===== src/rtl/pos_pkg.sv =====
package pos_pkg;
    typedef enum logic {
        DEV_PLAY = 1'b0,
        DEV_CAP  = 1'b1
    } dev_e;

    localparam int unsigned NUM_DEV = 2;

    typedef struct packed {
        logic pend;
        logic clr_prev;
    } irq_state_t;
endpackage


===== src/rtl/pos_counter.sv =====
module pos_counter #(
    parameter int unsigned CNT_W  = 12,
    parameter int unsigned CHAN_W = 2,
    parameter int unsigned ADDR_W = 17,
    parameter logic [ADDR_W-1:0] BASE = '0
) (
    input  logic              clk,
    input  logic              rst_n,
    input  logic              stb,
    input  logic              run,
    input  logic              hold_zero,
    input  logic [CHAN_W-1:0] chan,
    output logic [CNT_W-1:0]  cnt_o,
    output logic [ADDR_W-1:0] addr_o,
    output logic              evt_o
);
    localparam int unsigned BYTE_SHIFT  = 2;
    localparam int unsigned REGION_LOG  = CNT_W + BYTE_SHIFT;
    localparam logic [CNT_W-1:0] HALF   = CNT_W'(1) << (CNT_W - 1);

    typedef struct packed {
        logic [CNT_W-1:0] cnt;
    } cnt_state_t;

    cnt_state_t st_d, st_q;
    logic       evt_d;

    always_comb begin
        st_d  = st_q;
        evt_d = 1'b0;
        if (hold_zero) begin
            st_d.cnt = '0;
        end else if (stb && run) begin
            st_d.cnt = st_q.cnt + 1'b1;
            evt_d    = (st_d.cnt == HALF) || (st_d.cnt == '0);
        end
    end

    always_ff @(posedge clk) begin
        if (!rst_n) begin
            st_q <= '0;
        end else begin
            st_q <= st_d;
        end
    end

    assign cnt_o  = st_q.cnt;
    assign evt_o  = evt_d;
    assign addr_o = BASE
                  + (ADDR_W'(chan) << REGION_LOG)
                  + (ADDR_W'(st_q.cnt) << BYTE_SHIFT);
endmodule


===== src/rtl/pos_irq_ctrl.sv =====
module pos_irq_ctrl
    import pos_pkg::*;
#(
    parameter int unsigned N_SRC = 2
) (
    input  logic             clk,
    input  logic             rst_n,
    input  logic [N_SRC-1:0] evt,
    input  logic             clr,
    output logic             irq
);
    irq_state_t st_d, st_q;
    logic       clr_done;

    always_comb begin
        st_d          = st_q;
        clr_done      = st_q.clr_prev && !clr;
        st_d.clr_prev = clr;
        st_d.pend     = (|evt) || (st_q.pend && !clr_done);
    end

    always_ff @(posedge clk) begin
        if (!rst_n) begin
            st_q <= '0;
        end else begin
            st_q <= st_d;
        end
    end

    assign irq = st_q.pend;
endmodule


===== src/rtl/sample_pos_counter.sv =====
module sample_pos_counter
    import pos_pkg::*;
#(
    parameter int unsigned CNT_W    = 12,
    parameter int unsigned CHAN_W   = 2,
    parameter int unsigned ADDR_W   = 17,
    parameter logic [ADDR_W-1:0] PLAY_BASE = 17'h00000,
    parameter logic [ADDR_W-1:0] CAP_BASE  = 17'h10000,
    localparam int unsigned VIS_W   = CNT_W - 2,
    localparam int unsigned POS_W   = NUM_DEV * VIS_W
) (
    input  logic              clk,
    input  logic              rst_n,
    input  logic              sample_stb,
    input  logic              play_run,
    input  logic              cap_run,
    input  logic              play_zero,
    input  logic              cap_zero,
    input  logic              irq_clr,
    input  logic [CHAN_W-1:0] play_chan,
    input  logic [CHAN_W-1:0] cap_chan,
    output logic [POS_W-1:0]  pos_word,
    output logic [ADDR_W-1:0] play_addr,
    output logic [ADDR_W-1:0] cap_addr,
    output logic              irq
);
    logic [NUM_DEV-1:0]              run_v, zero_v, evt_v;
    logic [NUM_DEV-1:0][CHAN_W-1:0]  chan_v;
    logic [NUM_DEV-1:0][CNT_W-1:0]   cnt_v;
    logic [NUM_DEV-1:0][ADDR_W-1:0]  addr_v;

    assign run_v[DEV_PLAY]  = play_run;
    assign run_v[DEV_CAP]   = cap_run;
    assign zero_v[DEV_PLAY] = play_zero;
    assign zero_v[DEV_CAP]  = cap_zero;
    assign chan_v[DEV_PLAY] = play_chan;
    assign chan_v[DEV_CAP]  = cap_chan;

    for (genvar d = 0; d < NUM_DEV; d++) begin : g_dev
        localparam logic [ADDR_W-1:0] DEV_BASE = (d == 0) ? PLAY_BASE : CAP_BASE;

        pos_counter #(
            .CNT_W  (CNT_W),
            .CHAN_W (CHAN_W),
            .ADDR_W (ADDR_W),
            .BASE   (DEV_BASE)
        ) u_cnt (
            .clk       (clk),
            .rst_n     (rst_n),
            .stb       (sample_stb),
            .run       (run_v[d]),
            .hold_zero (zero_v[d]),
            .chan      (chan_v[d]),
            .cnt_o     (cnt_v[d]),
            .addr_o    (addr_v[d]),
            .evt_o     (evt_v[d])
        );

        assign pos_word[d*VIS_W +: VIS_W] = cnt_v[d][CNT_W-1 -: VIS_W];
    end

    pos_irq_ctrl #(
        .N_SRC (NUM_DEV)
    ) u_irq (
        .clk   (clk),
        .rst_n (rst_n),
        .evt   (evt_v),
        .clr   (irq_clr),
        .irq   (irq)
    );

    assign play_addr = addr_v[DEV_PLAY];
    assign cap_addr  = addr_v[DEV_CAP];
endmodule


===== config.mk =====
export PLATFORM = sky130hd
export DESIGN_NAME = sample_pos_counter
export DESIGN_NICKNAME = d
export VERILOG_FILES = /design/src/rtl/pos_pkg.sv /design/src/rtl/pos_counter.sv /design/src/rtl/pos_irq_ctrl.sv /design/src/rtl/sample_pos_counter.sv
export SDC_FILE = /design/constraint.sdc
export NUM_CORES = 1
export LEC_CHECK = 0
export ABC_CLOCK_PERIOD_IN_PS = 1720
export BUFFER_PORTS_ARGS = -buffer_cell sky130_fd_sc_hd__buf_2
export CAP_MARGIN = 0
export CORE_UTILIZATION = 40
export CTS_BUF_LIST = sky130_fd_sc_hd__clkbuf_2 sky130_fd_sc_hd__clkbuf_4 sky130_fd_sc_hd__clkbuf_8
export DETAILED_ROUTE_END_ITERATION = 8
export HOLD_SLACK_MARGIN = 0.03
export PLACE_DENSITY_LB_ADDON = 0.12
export SLEW_MARGIN = 10
export SYNTH_ARGS = -nofsm -noshare
export SYNTH_HDL_FRONTEND = slang
export SYNTH_SLANG_ARGS = --single-unit
export TNS_END_PERCENT = 5

===== constraint.sdc =====
create_clock -name clk -period 1.72 [get_ports clk]
set_clock_uncertainty 0.05 [all_clocks]
set_input_delay 0.172 -clock clk [delete_from_list [all_inputs] [get_ports clk]]
set_output_delay 0.172 -clock clk [all_outputs]
set_load 0.02 [all_outputs]

==> results of run 1 <==
area by class of cell:
type,instances,share of cell area [%]
Multi-Input combinational cell,149,45.9
Clock inverter,1,1.46
Inverter,4,0.731
Sequential cell,26,25.9
Tap cell,50,3.05
Clock buffer,3,2.01
Timing Repair Buffer,74,20.9
path summary, 6_finish.rpt:
check,slack (ps),startpoint,end
worst max-delay path,110,g_dev[1].u_cnt.cnt_o[0],u_irq.irq
worst min-delay path,70,irq_clr,u_irq.st_q[0]
worst max register to register,110,g_dev[1].u_cnt.cnt_o[0],u_irq.irq
worst min register to register,490,g_dev[1].u_cnt.cnt_o[11],g_dev[1].u_cnt.cnt_o[11]
power breakdown:
group,leakage (uW),switching (uW),internal (uW)
clock,0.0000357,201,312
sequential,0.000215,2.50,605
combinational,0.000680,47.4,21.7
total,0.000931,251,938
per-layer routing:
| layer | GRT usage, % | vias to the layer above |
|---|---|---|
| met1 | 21.8 | 678 |
| met4 | 5.05 | 0 |
| met3 | 4.45 | 7 |
| met2 | 34.1 | 31 |
| met5 | 0 | - |
| li1 | - | 783 |
cells in the mapped netlist:
library cell	count	area, sq um
sky130_fd_sc_hd__o31a_1	1	8.76
sky130_fd_sc_hd__o41ai_1	1	8.76
sky130_fd_sc_hd__dfxtp_1	26	521
sky130_fd_sc_hd__a21oi_1	5	25.0
sky130_fd_sc_hd__o31ai_1	2	15.0
sky130_fd_sc_hd__a311oi_1	1	8.76
sky130_fd_sc_hd__nand2b_1	2	12.5
sky130_fd_sc_hd__o211ai_1	3	22.5
sky130_fd_sc_hd__nand4_1	9	56.3
sky130_fd_sc_hd__nand2_1	16	60.1
sky130_fd_sc_hd__conb_1	2	7.51
sky130_fd_sc_hd__and2_1	3	18.8
sky130_fd_sc_hd__a31o_2	1	8.76
sky130_fd_sc_hd__buf_1	1	3.75
sky130_fd_sc_hd__nor3_1	6	30.0
sky130_fd_sc_hd__nor4_1	3	18.8
sky130_fd_sc_hd__or2_1	1	6.26
sky130_fd_sc_hd__or4_1	1	7.51
sky130_fd_sc_hd__nor2_1	27	101
sky130_fd_sc_hd__a2111oi_2	1	15.0
sky130_fd_sc_hd__and3_1	2	12.5
sky130_fd_sc_hd__a211o_1	2	17.5
sky130_fd_sc_hd__buf_2	3	15.0
sky130_fd_sc_hd__clkbuf_1	3	11.3
sky130_fd_sc_hd__o22a_1	1	8.76
sky130_fd_sc_hd__nor4_4	1	21.3
sky130_fd_sc_hd__nand3_4	1	17.5
sky130_fd_sc_hd__o21ai_0	7	35.0
sky130_fd_sc_hd__or3_1	5	31.3
sky130_fd_sc_hd__mux2i_1	1	10.0
sky130_fd_sc_hd__a21o_1	1	7.51
sky130_fd_sc_hd__xor2_1	12	105
sky130_fd_sc_hd__nand3_1	10	50.1
sky130_fd_sc_hd__a31oi_1	3	18.8
sky130_fd_sc_hd__ha_1	4	50.1
sky130_fd_sc_hd__buf_4	30	225
sky130_fd_sc_hd__xnor2_1	10	87.6
sky130_fd_sc_hd__inv_1	4	15.0
cells by family (layout without fill, tap and decap cells):
group           after synthesis  count (layout)  synth area share [%]
fa+ha+maj                     4               4                  2.95
buf+inv                      41              82                  15.9
xor+xnor                     22              22                  11.4
other cells                   2               6                 0.443
compound gates               29              29                  11.8
mux                           1               1                 0.590
simple gates                 87              87                  26.2
flops                        26              26                  30.7
flip-flops by register name, summed over array words and instances, names as in the netlist:
signal / cells
g_dev.u_cnt.cnt_o: 24
u_irq.irq: 1
u_irq.st_q: 1
critical path, stage by stage, from the launching register on:
cell and delay, ps:
sky130_fd_sc_hd__dfxtp_2 330, sky130_fd_sc_hd__ha_2 180, sky130_fd_sc_hd__or4_1 390, sky130_fd_sc_hd__nor2_1 100, sky130_fd_sc_hd__a31oi_1 60, sky130_fd_sc_hd__o41ai_2 300
sky130_fd_sc_hd__a21o_1 150
through the flow:
stage / util [%] / cell area, sq um / TNS, ps
4_1_cts: 50.4 / 2030 / 0
6_report: 51.0 / 2050 / 0
2_1_floorplan: - / 1730 / -15.1
5_1_grt: 51.0 / 2050 / 0
3_5_place_dp: 48.7 / 1960 / 0
3_3_place_gp: 48.7 / 1960 / 0
==> insert_results.sql, run 1 <==
INSERT INTO impl_metrics (metric_group, metric, value, unit) VALUES
('grt', 'grt_max_degree', '16', ''),
('clock_tree', 'cts_buffer_depth', '2', ''),
('run_status', 'status', 'finished clean', ''),
('final_layout', 'layout-area-overhead-vs-synth', '21.2', '%'),
('final_layout', 'fin_nets', '274', ''),
('grt', 'first_global_vias', '1346', ''),
('die', 'ios', '67', ''),
('route', 'detail_route.drc_violations', '0', ''),
('route', 'met3_wirelength', '152', 'microns'),
('min_path', 'timing.hold.worst.class', 'input port to flip-flop', ''),
('logic_synthesis', 'synth_cell_type_count', '38', ''),
('power', 'worst_vdd_rail_ir_drop', '0.619', 'mV'),
('final_layout', 'layout-drive-gt1-share', '37.7', '%'),
('clock_tree', 'clock_latency', '280', 'ps'),
('clock_tree', 'sink_count', '26', ''),
('min_path', 'worst_hold_path.num_cells', '2', ''),
('power', 'design_power_total', '1190', 'uW'),
('logic_synthesis', 'ys.warnings.count', '0', ''),
('route', 'wl_met2', '1.86', 'mm'),
('place', 'gp_congestion', '0.809', ''),
('route', 'met1_length', '1.68', 'mm'),
('timing', 'hold-worst-slack', '68.2', 'ps'),
('final_layout', 'multi_input_comb_area', '943', 'sq um'),
('power', 'power.density', '579', 'nW/um^2'),
('clock_tree', 'clock-root-buffer', 'sky130_fd_sc_hd__clkbuf_8', ''),
('setup_path', 'worst-setup-path-type', 'flip-flop to flip-flop', ''),
('setup_path', 'worst_setup_path_end_kind', 'flip-flop', ''),
('timing', 'max_freq', '623', 'MHz'),
('clock_tree', 'tritoncts.num_buffers', '3', ''),
('die', 'floorplan.die.height', '67.1', 'microns'),
('setup_path', 'critPathArrivalTime', '1790', 'ps'),
('route', 'top_routing_layer_in_use', 'met4', ''),
('die', 'die-area', '4500', 'sq um'),
('clock_tree', 'cts.htree.levels', '1', ''),
('clock_tree', 'postCtsSetupRepairBufs', '0', ''),
('logic_synthesis', 'synth_area_per_cell', '8.00', 'sq um'),
('logic_synthesis', 'register_bit_total_from_synthesis', '26', ''),
('power', 'power.static_leakage', '0.000931', 'uW'),
('route', 'drt_first_iter_violations', '96', ''),
('route', 'vias', '1499', ''),
('final_layout', 'antenna-diode-count', '0', ''),
('setup_path', 'timing.critical_path.from_type', 'flip-flop', ''),
('clock_tree', 'cts_resized', '0', ''),
('clock_tree', 'tritoncts_clock_tree', 'built', ''),
('die', 'core_area', '4030', 'sq um'),
('die', 'rows', '23', ''),
('die', 'effective_utilization_at_floorplan', '42.1', '%'),
('timing', 'finalWorstSetupSlack', '114', 'ps'),
('logic_synthesis', 'mappedNetlistArea', '1700', 'sq um'),
('grt', 'grt_use_total', '18.8', '%'),
('route', 'detail_route.wirelength', '3.73', 'mm'),
('timing', 'hold_violations', '0', ''),
('logic_synthesis', 'synth.yosys.seq_area_share', '30.7', '%'),
('place', 'placement.io_buffers', '52', ''),
('timing', 'setup-violations-final', '0', ''),
('final_layout', 'final.fill_count', '434', ''),
('grt', 'antenna_found_initial', '0', ''),
('logic_synthesis', 'synth_cells', '212', ''),
('die', 'die-width', '67.1', 'microns'),
('place', 'post_place_setup_slack', '85.5', 'ps'),
('setup_path', 'path_max_fanout', '2', ''),
('timing', 'rsz0062_at_grt', 'true', ''),
('route', 'detail_route.vias_per_cell', '4.88', ''),
('final_layout', 'highest_count_cells_in_the_layout_ignoring_fill_and_taps', 'sky130_fd_sc_hd__buf_2 (52), sky130_fd_sc_hd__nor2_1 (27), sky130_fd_sc_hd__buf_4 (21), sky130_fd_sc_hd__nand2_1 (16), sky130_fd_sc_hd__dfxtp_1 (16)', ''),
('final_layout', 'sequential_cell_area', '533', 'sq um'),
('timing', 'timing.final.crit_period', '1610', 'ps'),
('timing', 'finalMaxSlewViolations', '0', ''),
('clock_tree', 'cts.reportedPaths.clkPinSlew', '100', 'ps'),
('grt', 'remaining_global_route_overflow', '0', ''),
('place', 'hpwlAfterDp', '2.85', 'mm'),
('clock_tree', 'cts.hold.buffers_added', '0', ''),
('setup_path', 'required_time_of_the_critical_path', '1900', 'ps'),
('final_layout', 'layout_commonest_cell', 'sky130_fd_sc_hd__buf_2', ''),
('route', 'drt_first_pass_iters', '4', ''),
('grt', 'grt_pass1_wl', '6.33', 'mm'),
('route', 'detail-route-antenna-nets', '0', ''),
('route', 'detail_route.wl_per_cell', '12.1', 'microns'),
('timing', 'period_share', '93.4', '%'),
('final_layout', 'layoutNonFillerInstCount', '307', ''),
('flow_run', 'timing.max_cap.violations', '0', ''),
('setup_path', 'worst-r2r-cell-count', '6', ''),
('place', 'number_of_placed_instances_taps_included', '303', '');
No activity file was read; power rests on OpenSTA's default activity.
==> run 2, diff against run 1 <==
--- a/config.mk
+++ b/config.mk
@@ -8,10 +8,9 @@
 export ABC_CLOCK_PERIOD_IN_PS = 1720
 export BUFFER_PORTS_ARGS = -buffer_cell sky130_fd_sc_hd__buf_2
 export CAP_MARGIN = 0
-export CORE_UTILIZATION = 40
+export CORE_UTILIZATION = 45
 export CTS_BUF_LIST = sky130_fd_sc_hd__clkbuf_2 sky130_fd_sc_hd__clkbuf_4 sky130_fd_sc_hd__clkbuf_8
 export DETAILED_ROUTE_END_ITERATION = 8
-export HOLD_SLACK_MARGIN = 0.03
 export PLACE_DENSITY_LB_ADDON = 0.12
 export SLEW_MARGIN = 10
 export SYNTH_ARGS = -nofsm -noshare
==> constraint.sdc (replaced) <==
create_clock -name clk -period 1.72 [get_ports clk]
set_clock_uncertainty 0.05 [all_clocks]
set_input_delay 0.344 -clock clk [delete_from_list [all_inputs] [get_ports clk]]
set_output_delay 0.344 -clock clk [all_outputs]
set_load 0.02 [all_outputs]
==> insert_results.sql, run 2 (synthesized netlist as in run 1, its figures left out) <==
INSERT INTO impl_metrics (metric_group, metric, value, unit) VALUES
('timing', 'timing.final.crit_period', '1670', 'ps'),
('setup_path', 'path_max_fanout', '7', ''),
('route', 'drt_first_pass_iters', '4', ''),
('grt', 'grt_use_total', '19.5', '%'),
('final_layout', 'layout-area-overhead-vs-synth', '22.3', '%'),
('min_path', 'timing.hold.worst.class', 'input port to flip-flop', ''),
('clock_tree', 'cts_buffer_depth', '2', ''),
('flow_run', 'timing.max_cap.violations', '0', ''),
('die', 'core_area', '3470', 'sq um'),
('die', 'die-area', '4020', 'sq um'),
('final_layout', 'final_design_area_no_fill', '2070', 'sq um'),
('power', 'power.density', '491', 'nW/um^2'),
('setup_path', 'worstPathCellList', 'buf_4 > and3_1 > a311oi_1 > o211ai_1 > a2111oi_2 > a21o_1', ''),
('clock_tree', 'clock-root-buffer', 'sky130_fd_sc_hd__clkbuf_8', ''),
('timing', 'finalMaxSlewViolations', '0', ''),
('power', 'power.static_leakage', '0.000945', 'uW'),
('grt', 'grt_pass1_wl', '6.32', 'mm'),
('grt', 'first_global_vias', '1361', ''),
('route', 'detail_route.drc_violations', '0', ''),
('setup_path', 'critPathArrivalTime', '1830', 'ps'),
('power', 'worst_vdd_rail_ir_drop', '0.512', 'mV'),
('final_layout', 'largest_register_ffs', '24', ''),
('clock_tree', 'tritoncts_clock_tree', 'built', ''),
('place', 'placement.io_buffers', '52', ''),
('grt', 'remaining_global_route_overflow', '0', ''),
('timing', 'max_freq', '600', 'MHz'),
('clock_tree', 'sink_count', '26', ''),
('timing', 'setup-violations-final', '0', ''),
('final_layout', 'highest_count_cells_in_the_layout_ignoring_fill_and_taps', 'sky130_fd_sc_hd__buf_2 (52), sky130_fd_sc_hd__buf_4 (28), sky130_fd_sc_hd__nor2_1 (27), sky130_fd_sc_hd__dfxtp_1 (19), sky130_fd_sc_hd__nand2_1 (16)', ''),
('timing', 'finalWorstSetupSlack', '53.0', 'ps'),
('die', 'die-width', '63.4', 'microns'),
('clock_tree', 'cts.htree.levels', '1', ''),
('clock_tree', 'cts.hold.buffers_added', '0', ''),
('route', 'detail-route-antenna-nets', '0', ''),
('timing', 'setup-tns-final', '0', 'ps'),
('setup_path', 'worst-setup-path-type', 'flip-flop to flip-flop', ''),
('grt', 'grt_max_degree', '14', ''),
('final_layout', 'final.fill_count', '351', ''),
('clock_tree', 'tritoncts.num_buffers', '3', ''),
('final_layout', 'layout-drive-gt1-share', '37.8', '%'),
('setup_path', 'critPathBufInv', '1', ''),
('setup_path', 'critPathSlowestCell', 'sky130_fd_sc_hd__dfxtp_2', ''),
('power', 'design_power_total', '1020', 'uW'),
('die', 'rows', '21', ''),
('die', 'ios', '67', ''),
('die', 'floorplan.die.height', '63.4', 'microns'),
('route', 'vias', '1563', ''),
('timing', 'hold-worst-slack', '248', 'ps'),
('route', 'detail_route.wirelength', '3.73', 'mm'),
('setup_path', 'required_time_of_the_critical_path', '1890', 'ps'),
('place', 'hpwlAfterDp', '2.82', 'mm'),
('timing', 'rsz0062_at_grt', 'true', ''),
('setup_path', 'worst_setup_path_end_kind', 'flip-flop', ''),
('route', 'drt_first_iter_violations', '80', ''),
('clock_tree', 'cts.reportedPaths.clkPinSlew', '80', 'ps'),
('clock_tree', 'clock_latency', '270', 'ps'),
('setup_path', 'timing.critical_path.slowest_cell_delay', '340', 'ps'),
('place', 'detailed_place.area', '1980', 'sq um'),
('place', 'post_place_setup_slack', '73.7', 'ps'),
('place', 'gp_congestion', '0.830', ''),
('grt', 'antenna_found_initial', '0', ''),
('setup_path', 'timing.critical_path.from_type', 'flip-flop', ''),
('final_layout', 'antenna-diode-count', '0', ''),
('final_layout', 'layout_commonest_cell', 'sky130_fd_sc_hd__buf_2', ''),
('timing', 'period_share', '96.9', '%'),
('timing', 'hold_violations', '0', ''),
('setup_path', 'path_delay_family', 'compound AO/OA/AOI/OAI gates', ''),
('final_layout', 'fin_nets', '280', ''),
('route', 'detail_route.wl_per_cell', '12.1', 'microns'),
('run_status', 'status', 'finished clean', ''),
('die', 'effective_utilization_at_floorplan', '48.9', '%'),
('route', 'detail_route.vias_per_cell', '5.07', '');
## run 2: changes by cell type in the layout (fill, tap and decap cells not counted), sizes merged
cell and change:
bufinv -1, buf +6
## run 2: through the flow
| step | instances | utilization, % |
|---|---|---|
| floorplan | 216 | - |
| global placement | 302 | 57.0 |
| detailed placement | 302 | 57.0 |
| CTS | 305 | 58.2 |
| global route | 308 | 59.8 |
| finish | 308 | 59.8 |
## run 2: path summary, 6_finish.rpt
kind	slack (ps)	cells past startpoint	endpoint	start
worst max-delay path	50	6	u_irq.irq	g_dev[0].u_cnt.cnt_o[4]
worst min-delay path	250	2	u_irq.st_q[0]	irq_clr
worst max register to register	50	6	u_irq.irq	g_dev[0].u_cnt.cnt_o[4]
worst min register to register	490	2	g_dev[0].u_cnt.cnt_o[11]	g_dev[0].u_cnt.cnt_o[11]
## run 2: area by class of cell
| cell class | instances | area, sq um | share of cell area (%) |
|---|---|---|---|
| Clock buffer | 3 | 41.3 | 1.99 |
| Inverter | 4 | 15.0 | 0.724 |
| Multi-Input combinational cell | 149 | 955 | 46.0 |
| Sequential cell | 26 | 534 | 25.8 |
| Timing Repair Buffer | 80 | 470 | 22.7 |
| Tap cell | 46 | 57.6 | 2.78 |
## run 2: per-layer routing
layer	GRT usage (%)	vias to the layer above	share of wire [%]
met5	0	-	0
met4	4.55	0	0.88
met3	4.35	4	4.6
met2	33.0	48	49
met1	24.8	712	45
li1	-	799	-
## run 2: timing repair
action | CTS | global route
setup endpoints to repair | 0 | 2
endpoints found under the hold margin | 0 | 0
setup buffers | 0 | 4
gates resized for setup | 0 | 6
## run 2: power by group
part           internal [uW]  total (uW)  switching [uW]
logic                   25.4        73.6            48.2
registers                602         604            2.24
clock network            157         339             182
## run 2: worst reg2reg max path, cell delays in order, from the launching register on
cell	delay [ps]
sky130_fd_sc_hd__dfxtp_2	340
sky130_fd_sc_hd__buf_4	150
sky130_fd_sc_hd__and3_1	210
sky130_fd_sc_hd__a311oi_1	310
sky130_fd_sc_hd__o211ai_1	160
sky130_fd_sc_hd__a2111oi_2	290
sky130_fd_sc_hd__a21o_1	110
==> run 3, diff against run 2 <==
--- a/config.mk
+++ b/config.mk
@@ -5,12 +5,13 @@
 export SDC_FILE = /design/constraint.sdc
 export NUM_CORES = 1
 export LEC_CHECK = 0
+export ABC_AREA = 1
 export ABC_CLOCK_PERIOD_IN_PS = 1720
-export BUFFER_PORTS_ARGS = -buffer_cell sky130_fd_sc_hd__buf_2
 export CAP_MARGIN = 0
-export CORE_UTILIZATION = 45
+export CORE_UTILIZATION = 56
 export CTS_BUF_LIST = sky130_fd_sc_hd__clkbuf_2 sky130_fd_sc_hd__clkbuf_4 sky130_fd_sc_hd__clkbuf_8
 export DETAILED_ROUTE_END_ITERATION = 8
+export DONT_BUFFER_PORTS = 1
 export PLACE_DENSITY_LB_ADDON = 0.12
 export SLEW_MARGIN = 10
 export SYNTH_ARGS = -nofsm -noshare
==> insert_results.sql, run 3 <==
INSERT INTO impl_metrics (metric_group, metric, value, unit) VALUES
('logic_synthesis', 'ys.flop_type', 'sky130_fd_sc_hd__dfxtp_1', ''),
('route', 'drt_first_iter_violations', '54', ''),
('logic_synthesis', 'synth_edf_count', '0', ''),
('grt', 'grt_max_degree', '16', ''),
('timing', 'period_share', '90.0', '%'),
('grt', 'grt_pass1_wl', '6.07', 'mm'),
('final_layout', 'layout-area-overhead-vs-synth', '7.12', '%'),
('logic_synthesis', 'synth_cells', '289', ''),
('place', 'post_place_setup_slack', '198', 'ps'),
('timing', 'finalMaxSlewViolations', '0', ''),
('logic_synthesis', 'synth_largest_type_area_fraction', '28.7', '%'),
('final_layout', 'highest_count_cells_in_the_layout_ignoring_fill_and_taps', 'sky130_fd_sc_hd__nand2_1 (63), sky130_fd_sc_hd__inv_1 (52), sky130_fd_sc_hd__buf_4 (34), sky130_fd_sc_hd__dfxtp_1 (26), sky130_fd_sc_hd__nor2_1 (25)', ''),
('die', 'effective_utilization_at_floorplan', '59.3', '%'),
('final_layout', 'final_core_util', '63.5', '%'),
('logic_synthesis', 'synth_most_common_cell', 'sky130_fd_sc_hd__nand2_1', ''),
('power', 'worst_vdd_rail_ir_drop', '0.662', 'mV'),
('logic_synthesis', 'synthDominantAreaCellType', 'sky130_fd_sc_hd__dfxtp_1', ''),
('setup_path', 'path_common_cell', 'sky130_fd_sc_hd__nand2_1', ''),
('die', 'die-area', '3460', 'sq um'),
('flow_run', 'timing.max_cap.violations', '0', ''),
('clock_tree', 'tritoncts_clock_tree', 'built', ''),
('logic_synthesis', 'synth.yosys.seq_area_share', '28.7', '%'),
('timing', 'setup-tns-final', '0', 'ps'),
('die', 'core_area', '3050', 'sq um'),
('final_layout', 'layout-drive-gt1-share', '15.2', '%'),
('clock_tree', 'cts.htree.levels', '1', ''),
('clock_tree', 'cts.hold.buffers_added', '0', ''),
('die', 'rows', '20', ''),
('place', 'placement.io_buffers', '0', ''),
('final_layout', 'antenna-diode-count', '0', ''),
('logic_synthesis', 'ys.warnings.count', '0', ''),
('timing', 'max_freq', '646', 'MHz'),
('timing', 'setup-violations-final', '0', ''),
('place', 'hpwlAfterDp', '2.99', 'mm'),
('power', 'power.density', '640', 'nW/um^2'),
('grt', 'antenna_found_initial', '0', ''),
('setup_path', 'path_max_fanout', '4', ''),
('grt', 'grt_use_total', '23.1', '%'),
('min_path', 'timing.hold.worst.class', 'input port to flip-flop', ''),
('clock_tree', 'cts_buffer_depth', '2', ''),
('die', 'ios', '67', ''),
('final_layout', 'largest_register_ffs', '24', ''),
('setup_path', 'critPathBufInv', '1', ''),
('logic_synthesis', 'synth_cell_type_count', '25', ''),
('final_layout', 'fin_nets', '313', ''),
('timing', 'hold_violations', '0', ''),
('clock_tree', 'cts_resized', '0', ''),
('clock_tree', 'postCtsSetupRepairBufs', '0', ''),
('route', 'detail_route.wl_per_cell', '11.1', 'microns'),
('setup_path', 'startpoint', 'g_dev[0].u_cnt.cnt_o[1]', ''),
('logic_synthesis', 'register_bit_total_from_synthesis', '26', ''),
('logic_synthesis', 'synth.area.top_cells', 'sky130_fd_sc_hd__dfxtp_1 (29%), sky130_fd_sc_hd__nand2_1 (13%), sky130_fd_sc_hd__buf_4 (13%), sky130_fd_sc_hd__inv_1 (11%), sky130_fd_sc_hd__a21oi_1 (5.3%)', ''),
('clock_tree', 'clock_latency', '330', 'ps'),
('route', 'detail_route.vias_per_cell', '4.94', ''),
('setup_path', 'r2r-start', 'g_dev[0].u_cnt.cnt_o[1]', ''),
('timing', 'rsz0062_at_grt', 'false', ''),
('route', 'drt_first_pass_iters', '4', ''),
('setup_path', 'worst_setup_path_end_kind', 'flip-flop', ''),
('die', 'die-width', '58.9', 'microns'),
('timing', 'timing.final.crit_period', '1550', 'ps'),
('logic_synthesis', 'synthTopCellsByCount', 'sky130_fd_sc_hd__nand2_1 (63), sky130_fd_sc_hd__inv_1 (52), sky130_fd_sc_hd__buf_4 (31)', ''),
('setup_path', 'required_time_of_the_critical_path', '1960', 'ps'),
('run_status', 'status', 'finished clean', ''),
('grt', 'first_global_vias', '1467', ''),
('logic_synthesis', 'synth_area_per_cell', '6.26', 'sq um'),
('final_layout', 'layoutNonFillerInstCount', '340', ''),
('die', 'floorplan.die.height', '58.9', 'microns'),
('route', 'detail_route.drc_violations', '0', ''),
('setup_path', 'path_delay_family', 'simple AND/OR/NAND/NOR gates', ''),
('setup_path', 'timing.critical_path.from_type', 'flip-flop', ''),
('power', 'power.static_leakage', '0.000989', 'uW'),
('setup_path', 'worst-setup-path-type', 'flip-flop to flip-flop', ''),
('clock_tree', 'sink_count', '26', ''),
('clock_tree', 'clock-root-buffer', 'sky130_fd_sc_hd__clkbuf_4', ''),
('min_path', 'worstHoldStart', 'rst_n', ''),
('logic_synthesis', 'postSynth.asyncResetShare', '0', '%'),
('clock_tree', 'cts.reportedPaths.clkPinSlew', '150', 'ps'),
('place', 'gp_congestion', '0.886', ''),
('setup_path', 'worstPathCellList', 'ha_1 > nand3_1 > nand2_1 > nand2_1 > nor2_1 > nand2_1 > nor2_1 > nand3_1 > nand3_1 > nand2_1 > inv_1', ''),
('final_layout', 'layout_commonest_cell', 'sky130_fd_sc_hd__nand2_1', ''),
('setup_path', 'critPathArrivalTime', '1790', 'ps'),
('route', 'detail_route.wirelength', '3.79', 'mm'),
('setup_path', 'timing.critical_path.slowest_cell_delay', '410', 'ps'),
('grt', 'remaining_global_route_overflow', '0', ''),
('clock_tree', 'tritoncts.num_buffers', '3', ''),
('timing', 'finalWorstSetupSlack', '172', 'ps'),
('route', 'detail-route-antenna-nets', '0', ''),
('place', 'number_of_placed_instances_taps_included', '336', ''),
('logic_synthesis', 'mappedNetlistArea', '1810', 'sq um'),
('route', 'vias', '1679', ''),
('setup_path', 'critPathSlowestCell', 'sky130_fd_sc_hd__dfxtp_1', '');
-- run 3: cell types whose count changed after synthesis, moves of 4 or more --
cell | before | now
sky130_fd_sc_hd__o21ai_0 | 7 | 19
sky130_fd_sc_hd__nand3_1 | 10 | 18
sky130_fd_sc_hd__nand2_1 | 16 | 63
sky130_fd_sc_hd__or3_1 | 5 | 0
sky130_fd_sc_hd__xnor2_1 | 10 | 0
sky130_fd_sc_hd__a21oi_1 | 5 | 19
sky130_fd_sc_hd__xor2_1 | 12 | 4
sky130_fd_sc_hd__inv_1 | 4 | 52
sky130_fd_sc_hd__nor3_1 | 6 | 2
-- run 3: area by class of cell --
type                    count  area, sq um
clock inverters             1         30.0
clock buffers               3         22.5
inverters                  53          199
well taps                  44         55.1
flip-flops and latches     26          520
fillers                   325         1110
multi-input cells         179          857
repair buffers             34          255
-- run 3: power by group --
part	internal (uW)	switching, uW	total, uW
combinational	54.7	123	178
clock	236	194	430
sequential	619	15.2	634
-- run 3: worst paths after layout --
kind,endpoint,slack (ps),depth (start not counted)
max,u_irq.irq,170,11
min,u_irq.st_q[0],40,2
max reg2reg,u_irq.irq,170,11
min reg2reg,u_irq.irq,560,5
-- run 3: per-layer routing --
metal  GRT usage (%)  routed length (microns)  vias up  part of all wire (%)
met4            5.44                       20        0                  0.53
met2            45.3                     1950       45                    51
met5               0                        0        -                     0
met3            6.59                      199        2                   5.3
met1            23.7                     1620      749                    43
li1                -                        -      883                     -
-- run 3: per-stage QoR --
step,power [uW],instance area (sq um),hold WS [ps]
after floorplan,808,1830,387
after global placement,823,1890,390
after detailed placement,824,1890,393
after CTS,1260,1940,34.3
after global routing,1300,1940,17.5
final,1240,1940,43.0
-- run 3: cells by family after synthesis --
logic type	after synthesis	share of synthesized area (%)
simple gates	122	28.8
xor+xnor	4	1.93
flops	26	28.7
compound gates	43	12.6
buf+inv	88	24.7
other cells	2	0.415
fa+ha+maj	4	2.76
